## config.mk

```make
export PLATFORM = sky130hd
export DESIGN_NAME = uart_tx_preamble
export DESIGN_NICKNAME = d
export VERILOG_FILES = /design/src/rtl/uart_tx_preamble_pkg.sv /design/src/rtl/uart_tx_preamble_baud.sv /design/src/rtl/uart_tx_preamble_hold.sv /design/src/rtl/uart_tx_preamble_seq.sv /design/src/rtl/uart_tx_preamble_shift.sv /design/src/rtl/uart_tx_preamble.sv
export SDC_FILE = /design/constraint.sdc
export NUM_CORES = 1
export LEC_CHECK = 0
export BUFFER_PORTS_ARGS = -buffer_cell sky130_fd_sc_hd__buf_2
export CORE_ASPECT_RATIO = 0.7
export CORE_MARGIN = 2
export CORE_UTILIZATION = 30
export DETAILED_ROUTE_END_ITERATION = 7
export HOLD_SLACK_MARGIN = 0.15
export PLACE_DENSITY = 0.52
export SLEW_MARGIN = 10
export SYNTH_ARGS = -nofsm -noshare
export SYNTH_HDL_FRONTEND = slang
export SYNTH_SLANG_ARGS = --single-unit
```

## constraint.sdc

```tcl
create_clock -name clk -period 2.25 [get_ports clk]
set_input_delay 0.225 -clock clk [delete_from_list [all_inputs] [get_ports clk]]
set_output_delay 0.225 -clock clk [all_outputs]
set_load 0.02 [all_outputs]
```

## src/rtl/uart_tx_preamble_pkg.sv

```systemverilog
package uart_tx_preamble_pkg;

    localparam int FRAME_MAX = 11;
    localparam int LEN_W     = 4;
    localparam int WORD_W    = 9;

    typedef struct packed {
        logic [FRAME_MAX-1:0] bits;
        logic [LEN_W-1:0]     len;
    } txframe_t;

    typedef struct packed {
        logic nine;
        logic par_en;
        logic par_odd;
    } txcfg_t;

    typedef enum logic [1:0] {
        LD_NONE = 2'd0,
        LD_IDLE = 2'd1,
        LD_DATA = 2'd2
    } ldsel_e;

    function automatic logic [LEN_W-1:0] char_len(input logic nine);
        return nine ? LEN_W'(11) : LEN_W'(10);
    endfunction

    function automatic txframe_t idle_char(input logic nine);
        txframe_t f;
        f.bits = '1;
        f.len  = char_len(nine);
        return f;
    endfunction

    function automatic txframe_t data_char(input logic [WORD_W-1:0] d, input txcfg_t c);
        txframe_t          f;
        logic [WORD_W-1:0] body;
        logic              par;
        par  = (c.nine ? (^d[7:0]) : (^d[6:0])) ^ c.par_odd;
        body = d;
        if (c.par_en) begin
            if (c.nine) body[8] = par;
            else        body[7] = par;
        end
        f.bits = c.nine ? {1'b1, body[8:0], 1'b0} : {2'b11, body[7:0], 1'b0};
        f.len  = char_len(c.nine);
        return f;
    endfunction

endpackage

```

## src/rtl/uart_tx_preamble_baud.sv

```systemverilog
module uart_tx_preamble_baud #(
    parameter int OSR = 16
) (
    input  logic clk,
    input  logic rst,
    input  logic baud_tick,
    output logic bit_stb
);
    localparam int            CW   = (OSR > 1) ? $clog2(OSR) : 1;
    localparam logic [CW-1:0] LAST = CW'(OSR - 1);

    logic [CW-1:0] cnt;

    always_ff @(posedge clk) begin
        if (rst) begin
            cnt <= '0;
        end else if (baud_tick) begin
            cnt <= (cnt == LAST) ? '0 : cnt + 1'b1;
        end
    end

    assign bit_stb = baud_tick && (cnt == LAST);
endmodule

```

## src/rtl/uart_tx_preamble_hold.sv

```systemverilog
module uart_tx_preamble_hold
    import uart_tx_preamble_pkg::*;
(
    input  logic              clk,
    input  logic              rst,
    input  logic              wr_stb,
    input  logic [WORD_W-1:0] wr_data,
    input  logic              take,
    input  logic              drop,
    output logic              full,
    output logic [WORD_W-1:0] word
);
    always_ff @(posedge clk) begin
        if (rst) begin
            full <= 1'b0;
            word <= '0;
        end else if (wr_stb) begin
            full <= 1'b1;
            word <= wr_data;
        end else if (take || drop) begin
            full <= 1'b0;
        end
    end
endmodule

```

## src/rtl/uart_tx_preamble_seq.sv

```systemverilog
module uart_tx_preamble_seq
    import uart_tx_preamble_pkg::*;
(
    input  logic   clk,
    input  logic   rst,
    input  logic   tx_en,
    input  logic   bit_stb,
    input  logic   busy,
    input  logic   on_last,
    input  logic   buf_full,
    output ldsel_e ld,
    output logic   drop_buf,
    output logic   idle_pend
);
    logic en_q;
    logic rise;
    logic load_pt;

    assign rise    = tx_en & ~en_q;
    assign load_pt = bit_stb & (~busy | on_last);

    always_comb begin
        ld = LD_NONE;
        if (load_pt && tx_en) begin
            if (idle_pend || rise) ld = LD_IDLE;
            else if (buf_full)     ld = LD_DATA;
        end
    end

    // Re-enabling once the stop bit is already on the line loses the waiting word.
    assign drop_buf = rise & busy & on_last;

    always_ff @(posedge clk) begin
        if (rst) begin
            en_q      <= 1'b0;
            idle_pend <= 1'b0;
        end else begin
            en_q <= tx_en;
            if (load_pt)   idle_pend <= 1'b0;
            else if (rise) idle_pend <= 1'b1;
        end
    end
endmodule

```

## src/rtl/uart_tx_preamble_shift.sv

```systemverilog
module uart_tx_preamble_shift
    import uart_tx_preamble_pkg::*;
(
    input  logic     clk,
    input  logic     rst,
    input  logic     bit_stb,
    input  ldsel_e   ld,
    input  txframe_t frm,
    output logic     busy,
    output logic     on_last,
    output logic     line
);
    logic [FRAME_MAX-1:0] sh;
    logic [LEN_W-1:0]     left;

    assign busy    = (left != '0);
    assign on_last = (left == LEN_W'(1));
    assign line    = sh[0];

    always_ff @(posedge clk) begin
        if (rst) begin
            sh   <= '1;
            left <= '0;
        end else if (ld != LD_NONE) begin
            sh   <= frm.bits;
            left <= frm.len;
        end else if (bit_stb && busy) begin
            sh   <= {1'b1, sh[FRAME_MAX-1:1]};
            left <= left - 1'b1;
        end
    end
endmodule

```

## src/rtl/uart_tx_preamble.sv

```systemverilog
module uart_tx_preamble
    import uart_tx_preamble_pkg::*;
#(
    parameter int OSR = 16
) (
    input  logic       clk,
    input  logic       rst,
    input  logic       tx_en,
    input  logic       nine_bit,
    input  logic       par_en,
    input  logic       par_odd,
    input  logic       wr_stb,
    input  logic [8:0] wr_data,
    input  logic       baud_tick,
    output logic       txd,
    output logic       tdre,
    output logic       tc,
    output logic       pin_own
);
    logic              bit_stb;
    logic              busy;
    logic              on_last;
    logic              buf_full;
    logic [WORD_W-1:0] buf_word;
    logic              drop_buf;
    logic              idle_pend;
    ldsel_e            ld;
    txcfg_t            cfg;
    txframe_t          frm;

    assign cfg = '{nine: nine_bit, par_en: par_en, par_odd: par_odd};
    assign frm = (ld == LD_IDLE) ? idle_char(cfg.nine) : data_char(buf_word, cfg);

    uart_tx_preamble_baud #(.OSR(OSR)) baud_i (
        .clk       (clk),
        .rst       (rst),
        .baud_tick (baud_tick),
        .bit_stb   (bit_stb)
    );

    uart_tx_preamble_hold hold_i (
        .clk     (clk),
        .rst     (rst),
        .wr_stb  (wr_stb),
        .wr_data (wr_data),
        .take    (ld == LD_DATA),
        .drop    (drop_buf),
        .full    (buf_full),
        .word    (buf_word)
    );

    uart_tx_preamble_seq seq_i (
        .clk       (clk),
        .rst       (rst),
        .tx_en     (tx_en),
        .bit_stb   (bit_stb),
        .busy      (busy),
        .on_last   (on_last),
        .buf_full  (buf_full),
        .ld        (ld),
        .drop_buf  (drop_buf),
        .idle_pend (idle_pend)
    );

    uart_tx_preamble_shift shift_i (
        .clk     (clk),
        .rst     (rst),
        .bit_stb (bit_stb),
        .ld      (ld),
        .frm     (frm),
        .busy    (busy),
        .on_last (on_last),
        .line    (txd)
    );

    assign tdre    = ~buf_full;
    assign tc      = ~busy & ~idle_pend & ~buf_full;
    assign pin_own = tx_en | busy;
endmodule

```

==> results of run 1 <==
## tightest hold or removal path, stage by stage
cell     delay, ns
buf_2         0.07
mux2i_1       0.05
nor2_1        0.07
## power by group
group          internal, mW  leakage, nW  switching, mW
Combinational        0.0673        0.449         0.0713
Clock                 0.212       0.0383          0.188
Sequential            0.548        0.245         0.0146
Total                 0.827        0.732          0.274
## placed cells by master (no fill, tap or decap), drive strengths merged, types with 6 or more instances in the layout
| master | synthesis | layout |
|---|---|---|
| o21ai | 9 | 9 |
| and3 | 6 | 6 |
| nor2 | 28 | 28 |
| inv | 9 | 9 |
| mux2i | 10 | 10 |
| a21oi | 8 | 8 |
| nand2 | 6 | 6 |
| buf | 2 | 23 |
| a211oi | 7 | 7 |
| dfxtp | 30 | 30 |
| clkbuf | 4 | 7 |
## registers in the layout, summed over array words and instances, names as in the netlist
name             cells
baud_i.cnt           4
hold_i.full          1
hold_i.word          9
seq_i.en_q           1
seq_i.idle_pend      1
shift_i.left         4
shift_i.sh          10
## cells by family after synthesis
| group | count (synthesis) |
|---|---|
| buf+inv | 15 |
| mux | 12 |
| flops | 30 |
| simple gates | 62 |
| compound gates | 38 |
| xor+xnor | 11 |
| fa+ha+maj | 3 |
## layer usage
metal	wire [µm]	vias to the layer above	part of all wire
met5	0	-	0
li1	-	654	-
met1	1937	543	0.60
met2	1066	33	0.33
met3	201	4	0.062
met4	25	0	0.0077
## worst paths after layout
path,startpoint,endpoint,cells after the start
min,wr_data[7],hold_i.word[7],3
min reg2reg,hold_i.word[8],hold_i.word[8],2
max,shift_i.left[0],shift_i.sh[0],6
max reg2reg,shift_i.left[0],shift_i.sh[0],6
## layout make-up
cell class              count  share of cell area
inverters                   9             0.01926
repair buffers             23             0.06990
multi-input cells         126              0.4757
well taps                  69             0.04922
clock buffers               7             0.04351
flip-flops and latches     30              0.3424
==> impl_metrics.json, run 1 <==
{
  "outcome": "complete, no violations",
  "h-tree-depth": 2,
  "required_ns": 2.42,
  "tritoncts": "built",
  "fin_setup_tns_ns": 0,
  "cts_root_buf": "clkbuf_8",
  "drtIter0Drc": 44,
  "yosysMostFrequentCell": "dfxtp_1",
  "ys_top_cells_by_area": "dfxtp_1 (40%), nor2_1 (7.0%), mux2i_1 (6.7%)",
  "syn_to_final_growth_pct": 17.42,
  "dpl_cell_area_um2": 1678,
  "reg2reg_slack_ns": 0.16,
  "seq_area_frac_synth": 0.4020,
  "netlist_top_cells_count": "dfxtp_1 (30), nor2_1 (28), mux2i_1 (10), inv_1 (9), o21ai_0 (9)",
  "muxShareOfSynthArea": 0.08208,
  "synth_top_cell_by_area": "dfxtp_1",
  "die_width_um": 88.35,
  "crit_fanout": 5,
  "synthArstFlopShare": 0,
  "fin_area_um2": 1754,
  "routed_wl_mm": 3.231,
  "timing.final.crit_period_ns": 2.086,
  "hold_ws_ns": 0.1839,
  "synth_fa_ha_area_frac": 0.02513,
  "rsz0062_at_grt": "no",
  "worst_slew_pin_slew_ns": 0.6176,
  "num_vias": 1234,
  "syn_avg_cell_area_um2": 8.736,
  "cap_viol_max_count": 0,
  "synth.distinct_cells": 36,
  "dieArea_um2": 5569,
  "synth-xor-area-share": 0.07538,
  "dpl.cell_count": 257,
  "synth_edf_count": 0,
  "diodes": 0,
  "cp_top_family": "simple AND/OR/NAND/NOR gates",
  "finalSetupViolations": 0,
  "grt_pass1_wl_mm": 5.830,
  "cts_buffer_depth": 2,
  "total_power_mw": 1.102,
  "die_y_um": 63.04,
  "slowest_stage": "or3b_2",
  "n_fill_cell": 520,
  "final_util": 0.3668,
  "slew_headroom": 0.5864,
  "cp_num_buf_inv": 1,
  "grt_overflow": 0,
  "cts_sinks": 30,
  "fin_nets": 215,
  "portBuffers": 20,
  "register_area_um2": 600.6,
  "synth_compound_area_frac": 0.1683,
  "use_met2": 0.1494,
  "post_cts_resized": 0,
  "io_pins": 21,
  "fmax_ghz": 0.4794,
  "yosys.area_share.simple": 0.2077,
  "hold_viol_final": 0,
  "hold_path.class": "input pin to register",
  "slew_violations": 0,
  "initial_core_util": 0.3124,
  "finalClockSkew_ns": 0.005000,
  "power.density_nw_per_um2": 628.0,
  "syn_nets": 191,
  "viasPerCell": 4.674,
  "yosysWarnings": 0,
  "worstSkewPairLatency_ns": 0.28,
  "first_pass_iters": 4,
  "synth_ff_type": "dfxtp_1",
  "grt_max_degree": 24,
  "antenna_found_initial": 0,
  "yosys.area.top_type_share": 0.4020,
  "routedWlPerCell_um": 12.24,
  "drive_gt1_frac": 0.1846,
  "layout_setup_ws_ns": 0.1643,
  "multi_input_area_um2": 834.6,
  "period_share": 0.9270,
  "arrival_ns": 2.25,
  "postSynthCellCount": 171,
  "synth_top_family_by_area": "simple AND/OR/NAND/NOR gates",
  "crit_chain": "inv_1 > ha_1 > or3b_2 > nand2_1 > mux2_2 > a221o_1",
  "synth-seq-cells": 30,
  "hpwlAfterDp_mm": 2.366,
  "postCtsSetupBuffers": 0,
  "coreArea_um2": 4782,
  "grt_pass1_vias": 1148,
  "grt_util_met3": 0.04359,
  "layoutNonFillerInstCount": 264,
  "critPathLaunchType": "register",
  "crit_path_end_kind": "register",
  "rows": 21,
  "clk_pin_slew_worst_paths_ns": 0.06,
  "vdd_ir_drop_max_mv": 0.3918,
  "grt_usage": 0.1357,
  "ant_nets": 0,
  "cts-buffers-inserted": 5,
  "pre_cts_ws_ns": 0.1807,
  "leakage_nw": 0.7325,
  "busiest_layer": "met1",
  "drc": 0,
  "place_congestion": 0.7603,
  "syn_area_um2": 1494,
  "cts_hold_buf": 0,
  "critPathKind": "register to register",
  "grtUsageMet1": 0.2320,
  "slowest_delay_ns": 0.50
}
No activity file was read; power rests on OpenSTA's default activity.
==> run 2: changes to the inputs <==
--- a/config.mk
+++ b/config.mk
@@ -8,10 +8,10 @@
 export BUFFER_PORTS_ARGS = -buffer_cell sky130_fd_sc_hd__buf_2
 export CORE_ASPECT_RATIO = 0.7
 export CORE_MARGIN = 2
-export CORE_UTILIZATION = 30
+export CORE_UTILIZATION = 45
 export DETAILED_ROUTE_END_ITERATION = 7
 export HOLD_SLACK_MARGIN = 0.15
-export PLACE_DENSITY = 0.52
+export PLACE_DENSITY = 0.7
 export SLEW_MARGIN = 10
 export SYNTH_ARGS = -nofsm -noshare
 export SYNTH_HDL_FRONTEND = slang
==> impl_metrics.json, run 2 (synthesized netlist as in run 1, its figures left out) <==
{
  "antenna_found_initial": 0,
  "grt_usage": 0.2015,
  "dpl_cell_area_um2": 1624,
  "fin_nets": 213,
  "drc": 0,
  "slew_violations": 0,
  "routedWlPerCell_um": 14.47,
  "worstSkewPairLatency_ns": 0.28,
  "slew_headroom": 0.5988,
  "first_pass_iters": 4,
  "coreArea_um2": 3169,
  "finalClockSkew_ns": 0.007251,
  "die_width_um": 72.87,
  "timing.final.crit_period_ns": 2.129,
  "critPathKind": "register to register",
  "grt_max_degree": 24,
  "register_area_um2": 600.6,
  "grt_overflow": 0,
  "io_pins": 21,
  "n_fill_cell": 293,
  "reg2reg_depth": 6,
  "syn_to_final_growth_pct": 13.99,
  "whs_path_depth": 3,
  "initial_core_util": 0.4714,
  "slowest_delay_ns": 0.50,
  "pre_cts_ws_ns": 0.07650,
  "top_register": "shift_i.sh",
  "grt_util_met3": 0.07692,
  "cts_hold_buf": 0,
  "cp_top_family": "simple AND/OR/NAND/NOR gates",
  "most-common-layout-cells": "dfxtp_1 (30), nor2_1 (28), buf_2 (20)",
  "hold_viol_final": 0,
  "crit_fanout": 5,
  "hold_path.class": "input pin to register",
  "fin_setup_tns_ns": 0,
  "num_vias": 1315,
  "dieArea_um2": 3804,
  "tritoncts": "built",
  "clk_pin_slew_worst_paths_ns": 0.06,
  "slowest_stage": "or3b_2",
  "busiest_layer": "met2",
  "die_y_um": 52.21,
  "cp.depth": 6,
  "viasPerCell": 5.693,
  "vdd_ir_drop_max_mv": 0.3961,
  "cts_root_buf": "clkbuf_8",
  "crit_path_end_kind": "register",
  "arrival_ns": 2.31,
  "ant_nets": 0,
  "fmax_ghz": 0.4697,
  "worst_slew_pin_slew_ns": 0.5992,
  "grt_pass1_vias": 1205,
  "multi_input_area_um2": 837.1,
  "period_share": 0.9462,
  "crit_chain": "inv_1 > ha_1 > or3b_2 > nand2_1 > mux2_2 > a221o_1",
  "cts-buffers-inserted": 5,
  "fin_area_um2": 1703,
  "outcome": "complete, no violations",
  "grt_pass1_wl_mm": 5.554,
  "place_congestion": 0.8542,
  "hpwlAfterDp_mm": 2.439,
  "power.density_nw_per_um2": 648.5,
  "required_ns": 2.43,
  "cts_sinks": 30,
  "use_met2": 0.3061,
  "layout_setup_ws_ns": 0.1212,
  "final_common_cell": "dfxtp_1",
  "critPathLaunchType": "register",
  "cp_num_buf_inv": 1,
  "rows": 17,
  "leakage_nw": 0.7222,
  "reg_top3": "shift_i.sh: 10 flops, hold_i.word: 9 flops",
  "portBuffers": 20,
  "grtUsageMet1": 0.2607,
  "routed_wl_mm": 3.343,
  "drtIter0Drc": 68,
  "largest_reg_flops": 10,
  "rsz0062_at_grt": "no",
  "h-tree-depth": 2,
  "cap_viol_max_count": 0,
  "cts_buffer_depth": 2,
  "diodes": 0,
  "drive_gt1_frac": 0.1813,
  "finalSetupViolations": 0
}
## run 2: timing repair
item                       in CTS  in global routing
resized for setup               0                  2
setup buffers                   0                  0
setup endpoints to repair       0                  9
## run 2: tightest hold or removal path: stages
cell	delay, ns
buf_2	0.07
mux2i_1	0.05
nor2_1	0.07
## run 2: routing by layer
metal,up-vias,wire (µm),share of wire
met5,-,0,0
met4,0,53,0.016
met3,6,165,0.049
met2,32,1459,0.44
met1,624,1665,0.50
li1,653,-,-
## run 2: worst paths after layout
check / startpoint / to / slack, ns
worst max-delay path: shift_i.left[0] / shift_i.sh[0] / 0.12
worst max register to register: shift_i.left[0] / shift_i.sh[0] / 0.12
worst min-delay path: wr_data[2] / hold_i.word[2] / 0.18
worst min register to register: hold_i.word[8] / hold_i.word[8] / 0.52
## run 2: area by class of cell
class / instances / area share
Inverter: 9 / 0.01984
Tap cell: 38 / 0.02792
Multi-Input combinational cell: 126 / 0.4916
Clock buffer: 7 / 0.04482
Sequential cell: 30 / 0.3527
Timing Repair Buffer: 21 / 0.06319
## run 2: through the flow
stage          hold WS, ns  std cells  power (mW)    util
5_1_grt             0.1793        231       1.160  0.5373
6_report            0.1826        231       1.104  0.5373
2_1_floorplan       0.2966        171      0.6697       -
3_3_place_gp        0.4582        224      0.7070  0.5124
3_5_place_dp        0.4744        224      0.7152  0.5124
4_1_cts             0.1768        231       1.116  0.5365
## run 2: power by group
part           total, mW  switching [mW]  leakage, nW  internal [mW]
Sequential         0.563          0.0152        0.245          0.548
Clock              0.400           0.188       0.0383          0.212
Combinational      0.141          0.0735        0.439         0.0678
